===== config.mk =====
export PLATFORM = sky130hd
export DESIGN_NAME = rom_block_switch
export DESIGN_NICKNAME = d
export VERILOG_FILES = /design/src/rtl/romsw_pkg.sv /design/src/rtl/romsw_cmd_decode.sv /design/src/rtl/romsw_bank_reg.sv /design/src/rtl/romsw_addr_map.sv /design/src/rtl/rom_block_switch.sv
export SDC_FILE = /design/constraint.sdc
export NUM_CORES = 1
export LEC_CHECK = 0
export ABC_AREA = 1
export CORE_MARGIN = 1.5
export CORE_UTILIZATION = 26
export DETAILED_ROUTE_END_ITERATION = 7
export HOLD_SLACK_MARGIN = 0.15
export PLACE_DENSITY = 0.84
export RECOVER_POWER = 25
export SLEW_MARGIN = 20
export SYNTH_ARGS = -nofsm -noshare
export SYNTH_HDL_FRONTEND = slang
export SYNTH_HIERARCHICAL = 1
export SYNTH_SLANG_ARGS = --single-unit

===== constraint.sdc =====
create_clock -name clk -period 2.2 [get_ports clk]
set_clock_uncertainty 0.1 [all_clocks]
set_input_delay 0.55 -clock clk [delete_from_list [all_inputs] [get_ports clk]]
set_output_delay 0.55 -clock clk [all_outputs]
set_load 0.02 [all_outputs]

===== src/rtl/romsw_pkg.sv =====
package romsw_pkg;

    parameter int WORD_W    = 16;
    parameter int INSTR_W   = 10;
    parameter int OFS_W     = 12;
    parameter int NUM_BLK   = 4;
    parameter int BLK_W     = $clog2(NUM_BLK);
    parameter int ADDR_W    = BLK_W + OFS_W;
    parameter int EN_BIT    = 12;
    parameter int GUARD_LSB = 13;
    parameter int SEL_LSB   = EN_BIT - BLK_W;

    typedef logic [BLK_W-1:0]   blk_t;
    typedef logic [WORD_W-1:0]  word_t;
    typedef logic [OFS_W-1:0]   ofs_t;
    typedef logic [ADDR_W-1:0]  addr_t;
    typedef logic [INSTR_W-1:0] instr_t;

    parameter blk_t RESET_BLK = blk_t'(1);

    typedef enum logic [1:0] {
        CMD_NONE   = 2'd0,
        CMD_FIELD  = 2'd1,
        CMD_BANKEN = 2'd2
    } cmd_kind_e;

    typedef struct packed {
        cmd_kind_e kind;
        blk_t      blk;
    } cmd_t;

    function automatic logic guard_clear(input word_t w);
        return w[WORD_W-1:GUARD_LSB] == '0;
    endfunction

    function automatic cmd_t field_cmd(input word_t w);
        cmd_t c;
        c.kind = CMD_NONE;
        c.blk  = '0;
        if (guard_clear(w) && w[EN_BIT]) begin
            c.kind = CMD_FIELD;
            c.blk  = w[EN_BIT-1:SEL_LSB];
        end
        return c;
    endfunction

    function automatic cmd_t banken_cmd(input word_t w);
        cmd_t c;
        c.kind = CMD_BANKEN;
        c.blk  = '0;
        case (w)
            16'h1500: c.blk = blk_t'(1);
            16'h1980: c.blk = blk_t'(2);
            16'h1D40: c.blk = blk_t'(3);
            default:  c.kind = CMD_NONE;
        endcase
        return c;
    endfunction

endpackage


===== src/rtl/romsw_cmd_decode.sv =====
module romsw_cmd_decode
    import romsw_pkg::*;
#(
    parameter bit BANKEN_ON = 1'b1
) (
    input  word_t word_i,
    output cmd_t  cmd_o
);

    cmd_t fld_c;
    cmd_t ben_c;

    always_comb fld_c = field_cmd(word_i);

    generate
        if (BANKEN_ON) begin : g_banken
            always_comb ben_c = banken_cmd(word_i);
        end else begin : g_no_banken
            always_comb begin
                ben_c.kind = CMD_NONE;
                ben_c.blk  = '0;
            end
        end
    endgenerate

    // Bank-enable words take priority; for the supported words both agree.
    always_comb begin
        if (ben_c.kind != CMD_NONE) cmd_o = ben_c;
        else                        cmd_o = fld_c;
    end

endmodule


===== src/rtl/romsw_bank_reg.sv =====
module romsw_bank_reg
    import romsw_pkg::*;
(
    input  logic clk,
    input  logic rst,
    input  logic fetch_i,
    input  cmd_t cmd_i,
    output blk_t blk_q
);

    always_ff @(posedge clk) begin
        if (rst)
            blk_q <= RESET_BLK;
        else if (fetch_i && cmd_i.kind != CMD_NONE)
            blk_q <= cmd_i.blk;
    end

endmodule


===== src/rtl/romsw_addr_map.sv =====
module romsw_addr_map
    import romsw_pkg::*;
(
    input  logic   page_sel_i,
    input  ofs_t   ofs_i,
    input  blk_t   upper_blk_i,
    output addr_t  addr_o
);

    blk_t page_blk;

    always_comb begin
        page_blk = page_sel_i ? upper_blk_i : blk_t'(0);
        addr_o   = {page_blk, ofs_i};
    end

endmodule


===== src/rtl/rom_block_switch.sv =====
module rom_block_switch
    import romsw_pkg::*;
(
    input  logic                clk,
    input  logic                rst,
    input  logic                fetch,
    input  logic                page_sel,
    input  logic [OFS_W-1:0]    page_addr,
    input  logic [WORD_W-1:0]   rom_data,
    output logic [ADDR_W-1:0]   rom_addr,
    output logic [INSTR_W-1:0]  instr
);

    cmd_t cmd;
    blk_t upper_blk;

    romsw_cmd_decode #(.BANKEN_ON(1'b1)) dec_i (
        .word_i (rom_data),
        .cmd_o  (cmd)
    );

    romsw_bank_reg bank_i (
        .clk     (clk),
        .rst     (rst),
        .fetch_i (fetch),
        .cmd_i   (cmd),
        .blk_q   (upper_blk)
    );

    romsw_addr_map map_i (
        .page_sel_i  (page_sel),
        .ofs_i       (page_addr),
        .upper_blk_i (upper_blk),
        .addr_o      (rom_addr)
    );

    always_comb instr = fetch ? rom_data[INSTR_W-1:0] : '0;

endmodule


Yosys cells after proc, flatten, opt, wreduce, memory -nomap -nowiden --
Cells that the tools add are included.
Word-level totals: bits in registers 2, input port bits 32, output and inout port bits 24, logic and storage cells 16
Operators by class: equality and inequality tests 3, mux-type cells 6, reduce and logical (&&, ||, !) cells 6
Operators with widths (count):
- equality test 16 x 13 -> 1 bit, second input constant | 3
- 2-to-1 mux 10 bit | 1
- one-hot mux 2 bit (3 select lines) | 1
- 2-to-1 mux 2 bit | 2
- 2-to-1 mux 4 bit | 1
- nonzero test 2 bit | 2
- logical NOT 3 bit | 1
- 2-to-1 mux 3 bit | 1
- OR reduction 3 bit | 1
- logical AND 1 bit | 2

Longest topological paths before layout --
depth in word-level cells 7, depth in mapped cells 11, mapped depth without buffers 11

Hierarchy --
Netlist, hierarchy kept.
By module, submodules not included:
- romsw_cmd_decode | times used 1, cells each 30, area each 128.9 µm², seq. area each 0.0 µm²
- romsw_addr_map | times used 1, cells each 16, area each 105.1 µm², seq. area each 0.0 µm²
- romsw_bank_reg | times used 1, cells each 15, area each 101.3 µm², seq. area each 40.0 µm²
- rom_block_switch | times used 1, cells each 21, area each 86.3 µm², seq. area each 0.0 µm²

Least setup slack after synthesis --
No wires, ideal clock.
kind input to output, from input port fetch, to output port instr[0], arrival 830 ps, required time 1550 ps, slack 720 ps, stages on the path 3, buffers on the path 1, path through buf_6 nand2_1 inv_1
Between the ends: word-level cells in the longest chain between the ends 1
Ends and longest elaborated chain:
- start: declaration | RTL line rom_block_switch.sv:6 | input logic fetch,
- 2-to-1 mux 10 bit | RTL line rom_block_switch.sv:37 | always_comb instr = fetch ? rom_data[INSTR_W-1:0] : '0;
- end: declaration | RTL line rom_block_switch.sv:11 | output logic [INSTR_W-1:0] instr
Every way passes these cells.

Final worst setup path --
from input port fetch, to output port instr[7]
Same word-level chain as after synthesis.

==> impl_metrics.yaml <==
timing:
  max_slew.worst_pin.slew_ns: 0.216
  holdWs_ns: 0.358
  final_max_slew_viol_count: 0
  layout_setup_ws_ns: 0.0516
  worst_slew_margin_rel_pct: 85.7
  rsz_0062_raised_after_global_routing: "no"
  min_period_ns: 2.15
  finalHoldViolations: 0
  clock.fmax_mhz: 465
  final.period_utilization_pct: 97.7
  timing.setup.tns_ns: 0
  finalSetupViolations: 0
cells_and_area:
  register_area_um2: 40.0
  antennaDiodeCount: 0
  drive_gt1_share_pct: 19.8
  largest_reg_flops: 2
  num-fill-cells: 158
  top_register: "bank_i/blk_q"
  final_cell_count_no_fill: 122
  final_net_count: 140
  multi_input_area_um2: 183
  syn2layout_area_growth_pct: 62.3
  biggestRegsByFlops: "bank_i/blk_q: 2 flops"
floorplan:
  boundaryPins: 56
  chipWidth_um: 43.3
  fp.coreArea_um2: 1510
  floorplan.rows: 14
  dieHeight_um: 43.3
  initial_util_pct: 28.0
  design.die.area_um2: 1870
worst_setup_path:
  worst_stage_delay_on_the_critical_path_ns: 0.47
  crit_path_end_kind: "output pin"
  ff2ff_path_depth: 2
  setup_crit_path_kind: "primary input to output pin"
  timing.rr.start: "bank_i/blk_q[1]"
  crit_path_cell_trace: "clkdlybuf4s50_1 > buf_6 > nand2_1 > inv_1 > clkdlybuf4s15_2"
  ff2ff_setup_slack_ns: 1.53
  crit_path_top_delay_cell: "sky130_fd_sc_hd__clkdlybuf4s50_1"
  regToRegEndpoint: "bank_i/blk_q[1]"
  critical_path.startpoint_type: "primary input"
  critPathMaxFanout: 11
  worstPathArrival_ns: 1.50
  critical_path.startpoint: "fetch"
  critical_path.endpoint: "instr[7]"
  critPathRequiredTime_ns: 1.55
drt:
  detailedRoute.firstPassIterationCount: 4
  drtIter0Drc: 9
  drt_wl_total_um: 946
  final_antenna_violating_net_count: 0
  drc: 0
  routed_wire_length_per_instance_um: 7.75
  via_count_of_the_routed_design: 495
  vias_per_cell: 4.06
clocking:
  cts.sink_count: 2
  htreeDepth: 1
  cts_root_buffer: "sky130_fd_sc_hd__clkbuf_4"
  clock_buffer_depth: 2
  cts_made_buffers: 3
  clkSlewWorstSetupHoldPaths_ns: 0.03
  clkLatencyLatePin_ns: 0.22
  hold_buffers: 0
  tritoncts: "yes"
logic_synthesis:
  synth_edf_count: 0
  yosysTopAreaCell: "sky130_fd_sc_hd__inv_1"
  synthMostInstantiatedCell: "sky130_fd_sc_hd__inv_1"
  asyncSetResetFlopFracSynth_pct: 0
  synth_cells: 82
  synth_common_cells: "sky130_fd_sc_hd__inv_1, sky130_fd_sc_hd__nand2_1, sky130_fd_sc_hd__buf_4, sky130_fd_sc_hd__nor2_1, sky130_fd_sc_hd__nand3_1"
  ys_seq_elements: 2
  yosysWarnings: 6
  ys_seq_area_share_pct: 9.50
  most_used_dff_post_synth: "sky130_fd_sc_hd__dfxtp_1"
  mappedNetlistArea_um2: 422
  syn-num-nets: 114
  synth_largest_type_area_fraction_pct: 22.3
  synth.lib_cells_used.distinct: 13
  synth_area_leaders: "sky130_fd_sc_hd__inv_1, sky130_fd_sc_hd__buf_4, sky130_fd_sc_hd__nand2_1"
  synthesized_area_per_cell_um2: 5.14
power_and_ir_drop:
  power_per_cell_area_nw_per_um2: 317
  clock_power_share_pct: 37.3
  sw_frac_of_total_pct: 30.1
  p_int_mw: 0.152
  power.combinational.fraction_pct: 45.3
  max-vdd-ir-drop_uv: 221
  seq_power_share_pct: 17.4
  p_leak_nw: 0.422
  net-switching-power_mw: 0.0654
place:
  dp_hpwl_um: 802
  post-place-cells: 119
  io_buffers: 31
  gpl.final_weighted_congestion: 0.773
  placement_stage_worst_setup_slack_ns: -0.328
global_routing:
  first_global_vias: 414
  grt_max_degree: 12
  global_route_wire_length_before_repair_um: 1550
  grtUsageTotal_pct: 10.7
  grt_antenna_before_repair: 0
  grt_overflow_total: 0
status:
  run_status: "finished clean"
job:
  drv.max_cap_violation_count: 0
worst_hold_path:
  timing.hold.worst.class: "register to register"
  worst_hold_path.num_cells: 2
-- kinds of logic (layout without fill, tap and decap cells) --
kind of cell	Yosys count	after routing	synth area share [%]
and+or+nand+nor	39	39	41.0
buffers and inverters	39	63	47.2
AOI/OAI and AO/OA	2	2	2.37
DFF	2	2	9.50
-- routing by layer --
| layer | GRT usage [%] | wire length (um) | part of all wire [%] | vias up |
|---|---|---|---|---|
| met5 | 0 | 0 | 0 | - |
| met4 | 4.24 | 0 | 0 | 0 |
| met2 | 18.2 | 451 | 48 | 30 |
| met1 | 11.0 | 381 | 40 | 197 |
| li1 | - | - | - | 268 |
| met3 | 5.53 | 113 | 12 | 0 |
-- cell usage in the layout, fill, tap and decap left out --
cell type,Yosys,layout
sky130_fd_sc_hd__inv_2,1,1
sky130_fd_sc_hd__clkdlybuf4s15_2,0,6
sky130_fd_sc_hd__clkdlybuf4s50_1,0,19
sky130_fd_sc_hd__clkbuf_4,0,3
sky130_fd_sc_hd__inv_1,25,25
sky130_fd_sc_hd__a21oi_1,2,2
sky130_fd_sc_hd__dlygate4sd2_1,0,2
sky130_fd_sc_hd__nand3_2,2,2
sky130_fd_sc_hd__nand3_1,3,3
sky130_fd_sc_hd__buf_4,12,2
sky130_fd_sc_hd__nor2_1,10,10
sky130_fd_sc_hd__nand2_1,20,20
sky130_fd_sc_hd__dfxtp_1,2,2
sky130_fd_sc_hd__nor2_2,1,1
sky130_fd_sc_hd__nand2_2,1,1
sky130_fd_sc_hd__nand4_1,2,2
sky130_fd_sc_hd__buf_6,1,1
sky130_fd_sc_hd__buf_2,0,4
-- what timing repair did --
action | in CTS | in global routing
setup endpoints to repair | 12 | 10
buffers inserted | 0 | 0
resized for setup | 32 | 5
-- power by group through the flow --
stage | clock (mW) | sequential, mW | combinational [mW]
global placement | 0 | 0.0382 | 0.103
detailed placement | 0 | 0.0382 | 0.105
global route | 0.0925 | 0.0378 | 0.108
floorplan | 0 | 0.0381 | 0.0715
CTS | 0.0864 | 0.0377 | 0.101
finish | 0.0811 | 0.0378 | 0.0984
-- worst max-delay path: cells and delay by family --
kind	cells	cell delay, ns
buffers and inverters	4	0.89
AND/OR/NAND/NOR	1	0.05
-- area by class of cell --
type	instances	area share, %
clock buffer	3	3.29
tap	16	2.93
sequential	2	5.85
inverter	26	14.3
multi-input combinational	41	26.7
timing repair buffer	34	47.0
-- how the worst min path moves through the flow --
stage / start / endpoint / slack [ns]
after global routing: bank_i/blk_q[0] / bank_i/blk_q[0] / 0.38
after global placement: bank_i/blk_q[0] / bank_i/blk_q[0] / 0.35
after floorplan: bank_i/blk_q[0] / bank_i/blk_q[0] / 0.33
final: bank_i/blk_q[0] / bank_i/blk_q[0] / 0.36
after CTS: bank_i/blk_q[0] / bank_i/blk_q[0] / 0.36
after detailed placement: bank_i/blk_q[0] / bank_i/blk_q[0] / 0.36
-- through the flow --
step / cell area, um2 / util [%] / power (mW)
6_report: 684 / 45.4 / 0.217
3_5_place_dp: 673 / 44.7 / 0.143
3_3_place_gp: 673 / 44.7 / 0.141
4_1_cts: 706 / 46.8 / 0.225
5_1_grt: 684 / 45.4 / 0.239
2_1_floorplan: 422 / - / 0.110
Note: power is estimated with default switching activity, not from simulation.
